`config.mk`:
```
export PLATFORM = sky130hd
export DESIGN_NAME = frame_chain_walker
export DESIGN_NICKNAME = d
export VERILOG_FILES = /design/src/rtl/fcw_pkg.sv /design/src/rtl/fcw_datapath.sv /design/src/rtl/fcw_ctrl.sv /design/src/rtl/frame_chain_walker.sv
export SDC_FILE = /design/constraint.sdc
export NUM_CORES = 1
export LEC_CHECK = 0
export BUFFER_PORTS_ARGS = -buffer_cell sky130_fd_sc_hd__buf_2
export CAP_MARGIN = 20
export CORE_MARGIN = 4
export CORE_UTILIZATION = 33
export DETAILED_ROUTE_END_ITERATION = 16
export SLEW_MARGIN = 25
export SYNTH_ARGS = -nofsm -noshare
export SYNTH_HDL_FRONTEND = slang
export SYNTH_SLANG_ARGS = --single-unit
export TNS_END_PERCENT = 20
```
`constraint.sdc`:
```
create_clock -name clk -period 4.4 [get_ports clk]
set_input_delay 0.88 -clock clk [delete_from_list [all_inputs] [get_ports clk]]
set_output_delay 0.88 -clock clk [all_outputs]
set_load 0.03 [all_outputs]
```
`src/rtl/fcw_pkg.sv`:
```
package fcw_pkg;

  // Strobes from the sequencer to the datapath
  typedef struct packed {
    logic loadStart;  // latch start pointer and limit, clear counters
    logic capLink;    // capture read data as saved link
    logic capNext;    // capture read data as caller pointer
    logic advance;    // record accepted: step to caller frame
    logic selNext;    // read address selects the caller-pointer slot
  } fcwCtrl_t;

  typedef enum logic [2:0] {
    ST_IDLE     = 3'd0,
    ST_CHECK    = 3'd1,
    ST_LINK_REQ = 3'd2,
    ST_NEXT_REQ = 3'd3,
    ST_NEXT_CAP = 3'd4,
    ST_EMIT     = 3'd5,
    ST_FINISH   = 3'd6
  } fcwState_t;

endpackage

```
`src/rtl/fcw_datapath.sv`:
```
module fcw_datapath
  import fcw_pkg::*;
#(
  parameter int ADDR_W         = 32,
  parameter int DEPTH_W        = 16,
  parameter int WORD_BYTES     = 4,
  parameter int LINK_OFS_WORDS = 1,
  parameter int NEXT_OFS_WORDS = 4,
  parameter bit MASK_LINK      = 1'b1
) (
  input  logic               clk,
  input  logic               rstN,
  input  fcwCtrl_t           ctrl,
  input  logic [ADDR_W-1:0]  startFp,
  input  logic [DEPTH_W-1:0] depthLimit,
  input  logic [ADDR_W-1:0]  memRdata,
  output logic [ADDR_W-1:0]  memAddr,
  output logic [ADDR_W-1:0]  recFrame,
  output logic [ADDR_W-1:0]  recLink,
  output logic [DEPTH_W-1:0] frameCount,
  output logic               fpNull,
  output logic               fpBad,
  output logic               depthHit
);

  localparam int ALIGN_W = $clog2(WORD_BYTES);
  localparam logic [ADDR_W-1:0] LINK_BYTES = ADDR_W'(LINK_OFS_WORDS * WORD_BYTES);
  localparam logic [ADDR_W-1:0] NEXT_BYTES = ADDR_W'(NEXT_OFS_WORDS * WORD_BYTES);

  logic [ADDR_W-1:0]  fpQ;
  logic [ADDR_W-1:0]  prevQ;
  logic [ADDR_W-1:0]  linkQ;
  logic [ADDR_W-1:0]  nextQ;
  logic [DEPTH_W-1:0] countQ;
  logic [DEPTH_W-1:0] limitQ;
  logic [ADDR_W-1:0]  linkClean;

  // Link value cleanup: low address bits of a saved PC carry no meaning
  generate
    if (MASK_LINK) begin : g_mask
      assign linkClean = {memRdata[ADDR_W-1:ALIGN_W], {ALIGN_W{1'b0}}};
    end else begin : g_raw
      assign linkClean = memRdata;
    end
  endgenerate

  always_ff @(posedge clk or negedge rstN) begin
    if (!rstN) begin
      fpQ    <= '0;
      prevQ  <= '0;
      linkQ  <= '0;
      nextQ  <= '0;
      countQ <= '0;
      limitQ <= '0;
    end else begin
      if (ctrl.loadStart) begin
        fpQ    <= startFp;
        prevQ  <= '0;
        countQ <= '0;
        limitQ <= depthLimit;
      end else if (ctrl.advance) begin
        prevQ  <= fpQ;
        fpQ    <= nextQ;
        countQ <= countQ + DEPTH_W'(1);
      end
      if (ctrl.capLink) linkQ <= linkClean;
      if (ctrl.capNext) nextQ <= memRdata;
    end
  end

  assign memAddr    = fpQ - (ctrl.selNext ? NEXT_BYTES : LINK_BYTES);
  assign recFrame   = fpQ;
  assign recLink    = linkQ;
  assign frameCount = countQ;

  // Termination tests on the pointer currently held
  assign fpNull   = (fpQ == '0);
  assign fpBad    = (fpQ[ALIGN_W-1:0] != '0) || (fpQ <= prevQ);
  assign depthHit = (countQ == limitQ);

endmodule

```
`src/rtl/fcw_ctrl.sv`:
```
module fcw_ctrl
  import fcw_pkg::*;
(
  input  logic     clk,
  input  logic     rstN,
  input  logic     startValid,
  input  logic     recReady,
  input  logic     fpNull,
  input  logic     fpBad,
  input  logic     depthHit,
  output fcwCtrl_t ctrl,
  output logic     memReq,
  output logic     recValid,
  output logic     busy,
  output logic     done,
  output logic     walkErr
);

  fcwState_t stQ, stNxt;
  logic      errQ, errNxt;

  always_comb begin
    stNxt    = stQ;
    errNxt   = errQ;
    ctrl     = '0;
    memReq   = 1'b0;
    recValid = 1'b0;
    case (stQ)
      ST_IDLE: begin
        if (startValid) begin
          ctrl.loadStart = 1'b1;
          errNxt         = 1'b0;
          stNxt          = ST_CHECK;
        end
      end
      ST_CHECK: begin
        // null wins over every other test
        if (fpNull) begin
          errNxt = 1'b0;
          stNxt  = ST_FINISH;
        end else if (fpBad || depthHit) begin
          errNxt = 1'b1;
          stNxt  = ST_FINISH;
        end else begin
          stNxt = ST_LINK_REQ;
        end
      end
      ST_LINK_REQ: begin
        memReq       = 1'b1;
        ctrl.selNext = 1'b0;
        stNxt        = ST_NEXT_REQ;
      end
      ST_NEXT_REQ: begin
        ctrl.capLink = 1'b1;
        memReq       = 1'b1;
        ctrl.selNext = 1'b1;
        stNxt        = ST_NEXT_CAP;
      end
      ST_NEXT_CAP: begin
        ctrl.capNext = 1'b1;
        stNxt        = ST_EMIT;
      end
      ST_EMIT: begin
        recValid = 1'b1;
        if (recReady) begin
          ctrl.advance = 1'b1;
          stNxt        = ST_CHECK;
        end
      end
      ST_FINISH: stNxt = ST_IDLE;
      default:   stNxt = ST_IDLE;
    endcase
  end

  always_ff @(posedge clk or negedge rstN) begin
    if (!rstN) begin
      stQ  <= ST_IDLE;
      errQ <= 1'b0;
    end else begin
      stQ  <= stNxt;
      errQ <= errNxt;
    end
  end

  assign busy    = (stQ != ST_IDLE);
  assign done    = (stQ == ST_FINISH);
  assign walkErr = done & errQ;

endmodule

```
`src/rtl/frame_chain_walker.sv`:
```
module frame_chain_walker
  import fcw_pkg::*;
#(
  parameter int ADDR_W         = 32,
  parameter int DEPTH_W        = 16,
  parameter int WORD_BYTES     = 4,
  parameter int LINK_OFS_WORDS = 1,
  parameter int NEXT_OFS_WORDS = 4
) (
  input  logic               clk,
  input  logic               rstN,
  input  logic               startValid,
  input  logic [ADDR_W-1:0]  startFp,
  input  logic [DEPTH_W-1:0] depthLimit,
  output logic               busy,
  output logic               done,
  output logic               walkErr,
  output logic [DEPTH_W-1:0] frameCount,
  output logic               memReq,
  output logic [ADDR_W-1:0]  memAddr,
  input  logic [ADDR_W-1:0]  memRdata,
  output logic               recValid,
  input  logic               recReady,
  output logic [ADDR_W-1:0]  recFrame,
  output logic [ADDR_W-1:0]  recLink
);

  fcwCtrl_t ctrl;
  logic     fpNull, fpBad, depthHit;

  fcw_ctrl u_ctrl (
    .clk        (clk),
    .rstN       (rstN),
    .startValid (startValid),
    .recReady   (recReady),
    .fpNull     (fpNull),
    .fpBad      (fpBad),
    .depthHit   (depthHit),
    .ctrl       (ctrl),
    .memReq     (memReq),
    .recValid   (recValid),
    .busy       (busy),
    .done       (done),
    .walkErr    (walkErr)
  );

  fcw_datapath #(
    .ADDR_W         (ADDR_W),
    .DEPTH_W        (DEPTH_W),
    .WORD_BYTES     (WORD_BYTES),
    .LINK_OFS_WORDS (LINK_OFS_WORDS),
    .NEXT_OFS_WORDS (NEXT_OFS_WORDS),
    .MASK_LINK      (1'b1)
  ) u_dp (
    .clk        (clk),
    .rstN       (rstN),
    .ctrl       (ctrl),
    .startFp    (startFp),
    .depthLimit (depthLimit),
    .memRdata   (memRdata),
    .memAddr    (memAddr),
    .recFrame   (recFrame),
    .recLink    (recLink),
    .frameCount (frameCount),
    .fpNull     (fpNull),
    .fpBad      (fpBad),
    .depthHit   (depthHit)
  );

endmodule

```
==> impl_metrics.tcl <==
set metrics [dict create \
    port_buffers 198 \
    period_share 0.942 \
    synth_area_mm2 0.00792 \
    drt_iter0_drc 293 \
    drive_above_1_share 0.372 \
    cap_viol_max_count 0 \
    routedWlPerCell_um 16.8 \
    grt_setup_unrepaired "false" \
    coreArea_mm2 0.0235 \
    r2r-end "u_ctrl.errQ" \
    fmax_mhz 241 \
    grt_max_degree 79 \
    r2r_start "u_dp.recFrame[13]" \
    final_cell_mix "buf_2, dfrtp_1, nand2_1, mux2_2, inv_1" \
    setup-tns-final_ps 0 \
    syn-instance-count 708 \
    place_congestion 0.779 \
    io_pins 201 \
    die_x_um 163 \
    multiInputGateArea_mm2 0.00361 \
    synth_area_per_cell_um2 11.2 \
    worst_path_dominant_cell_family "simple AND/OR/NAND/NOR gates" \
    die_h_um 163 \
    drtAntennaViolNets 0 \
    critPathLaunchType "flip-flop" \
    critPathRequiredTime_ps 3520 \
    setup_viol 0 \
    critPathMostFrequentCell "ha_1" \
    clock-root-buffer "clkbuf_16" \
    finalHoldViolCount 0 \
    worstSetupPathType "reg2out" \
    place_inst 1197 \
    cpPeakStageDelay_ps 650 \
    cts_hold_buf 0 \
    seqCellArea_mm2 0.00406 \
    power_mw 8.38 \
    path_buf_inv 1 \
    ys_warn_count 0 \
    vias 5897 \
    n_antenna_cell 0 \
    cp-end-kind "output port" \
    via_per_inst 4.79 \
    leakagePower_nw 4.81 \
    wl_um 20700 \
    ir_worst_vdd_v 0.000320 \
    fin_crit_ps 4150 \
    min_path_type "in2async" \
    cts_sinks 162 \
    fin_nets 1019 \
    clkLatencyLatePin_ps 430 \
    antenna_found_initial 1 \
    initial_core_util 0.336 \
    placementRows 56 \
    area_growth_pct 25.5 \
    worst_slew_pin_slew_ps 807 \
    cp.arrival_ps 3270 \
    dpl.hpwl_um 14800 \
    htreeDepth 4 \
    finalNonFillerCells 1231 \
    synth.distinct_cells 47 \
    slew_headroom 0.461 \
    cp_slowest_cell "or4_4" \
    layout_commonest_cell "buf_2" \
    ys_seq_elements 162 \
    dr.pass1.iters 4 \
    grt-ovfl-total 0 \
    clock_path_buffers 2 \
    worst_clock_skew_ps 13.1 \
    drc_errors 0 \
    reg2reg_setup_slack_ps 1910 \
    crit_fanout 8 \
    rr_worst_depth 6 \
    fin_util 0.422 \
    slew_violations 0 \
    grt_pass1_wl_um 33300 \
    grtUsageTotal 0.160 \
    path_cells "nor2b_2 > nand2_4 > ha_1 > ha_1 > nor2b_1 > or3_4 > or4_4 > nor2_4 > nand2_1 > xnor2_1 > buf_2" \
    seq_area_frac_synth 0.512 \
    clkTransAtPathRegs_ps 70 \
    dieArea_mm2 0.0265 \
    nFillCells 2275 \
    holdWs_ps 454 \
    cts_buffers 17 \
    powerDensity_mw_per_mm2 844 \
    outcome "complete, no violations" \
    cts_tree "yes" \
    grt_pass1_vias 5946 \
]
==> worst max path at each step <==
stage,start,slack (ps),endpoint,cells after the start
2_1_floorplan,u_ctrl.stQ[1],30,memAddr[30],12
4_1_cts,u_ctrl.stQ[1],30,memAddr[30],10
3_3_place_gp,u_ctrl.stQ[1],500,memAddr[27],9
6_report,u_ctrl.stQ[1],250,memAddr[30],11
5_1_grt,u_ctrl.stQ[1],70,memAddr[30],11
3_5_place_dp,u_ctrl.stQ[1],420,memAddr[27],9
==> repair_timing <==
action	in CTS	in global routing
pin swaps	0	1
resized for setup	2	2
setup endpoints to repair	4	5
buffers inserted	0	2
==> stage by stage <==
| step | setup WS [ps] | area, µm² |
|---|---|---|
| after floorplan | 27.2 | 7930 |
| after global placement | 498 | 9270 |
| after detailed placement | 421 | 9290 |
| after CTS | 25.9 | 9910 |
| after global routing | 69.0 | 9940 |
| final | 254 | 9940 |
==> cell usage after synthesis, drive strengths merged <==
master | number | area (µm²)
nor4 | 9 | 86.3
o21ai | 7 | 35.0
dfrtp | 162 | 4050
a22o | 33 | 290
or3 | 5 | 42.5
a21o | 2 | 15.0
clkbuf | 27 | 101
xor2 | 27 | 236
a211o | 1 | 10.0
conb | 1 | 3.75
o21a | 1 | 7.51
mux2i | 1 | 10.0
and3 | 6 | 37.5
or4 | 5 | 42.5
nand2 | 89 | 334
mux2 | 79 | 890
buf | 10 | 61.3
xnor2 | 29 | 254
nor3 | 9 | 50.1
ha | 36 | 450
nor2b | 3 | 18.8
o31ai | 2 | 15.0
inv | 39 | 146
and4b | 1 | 10.0
and2 | 1 | 6.26
a21oi | 16 | 80.1
a221o | 2 | 20.0
nand4 | 13 | 81.3
and4 | 3 | 26.3
nand2b | 5 | 31.3
a211oi | 1 | 7.51
a31oi | 2 | 12.5
o211ai | 1 | 7.51
nand3 | 10 | 50.1
nor2 | 37 | 146
a22oi | 33 | 248
==> power breakdown <==
group | switching (mW) | internal, mW
logic | 2.45 | 1.58
clock network | 0.692 | 0.867
registers | 0.635 | 2.16
total | 3.78 | 4.61
==> logic make-up after synthesis <==
group	synth area share
other	0.000474
AND/OR/NAND/NOR	0.122
adder cells (fa/ha/maj)	0.0569
XOR/XNOR	0.0619
flip-flops	0.512
multiplexers	0.114
AO/OA/AOI/OAI	0.0945
buffers and inverters	0.0390
==> registers in the layout, indices dropped and copies added, names as in the netlist <==
name             count
u_dp.nextQ          32
u_dp.prevQ          32
u_dp.recFrame       32
u_dp.recLink        30
u_dp.frameCount     16
u_dp.limitQ         16
u_ctrl.stQ           3
u_ctrl.errQ          1
==> cell type report <==
class / instances / area share
clock buffer: 17 / 0.0428
clock inverter: 15 / 0.0184
inverter: 39 / 0.0147
multi-input combinational: 471 / 0.363
sequential: 162 / 0.408
tap: 319 / 0.0402
timing repair buffer: 208 / 0.112
==> per-layer routing <==
metal / GRT usage / share of wire / wire length, µm / vias up
met3: 0.0428 / 0.054 / 1110 / 11
met1: 0.216 / 0.45 / 9300 / 2900
met4: 0.0370 / 0.0063 / 130 / 2
met2: 0.260 / 0.49 / 10100 / 126
li1: - / - / - / 2858
met5: 0 / 0.00063 / 13 / -
==> worst reg2reg max path: cells and delay by family, from the launching register on <==
| kind | cells | cell delay, ps |
|---|---|---|
| compound gates | 3 | 410 |
| simple gates | 3 | 1480 |
| flops | 1 | 480 |
(Power assumes the default switching activity.)
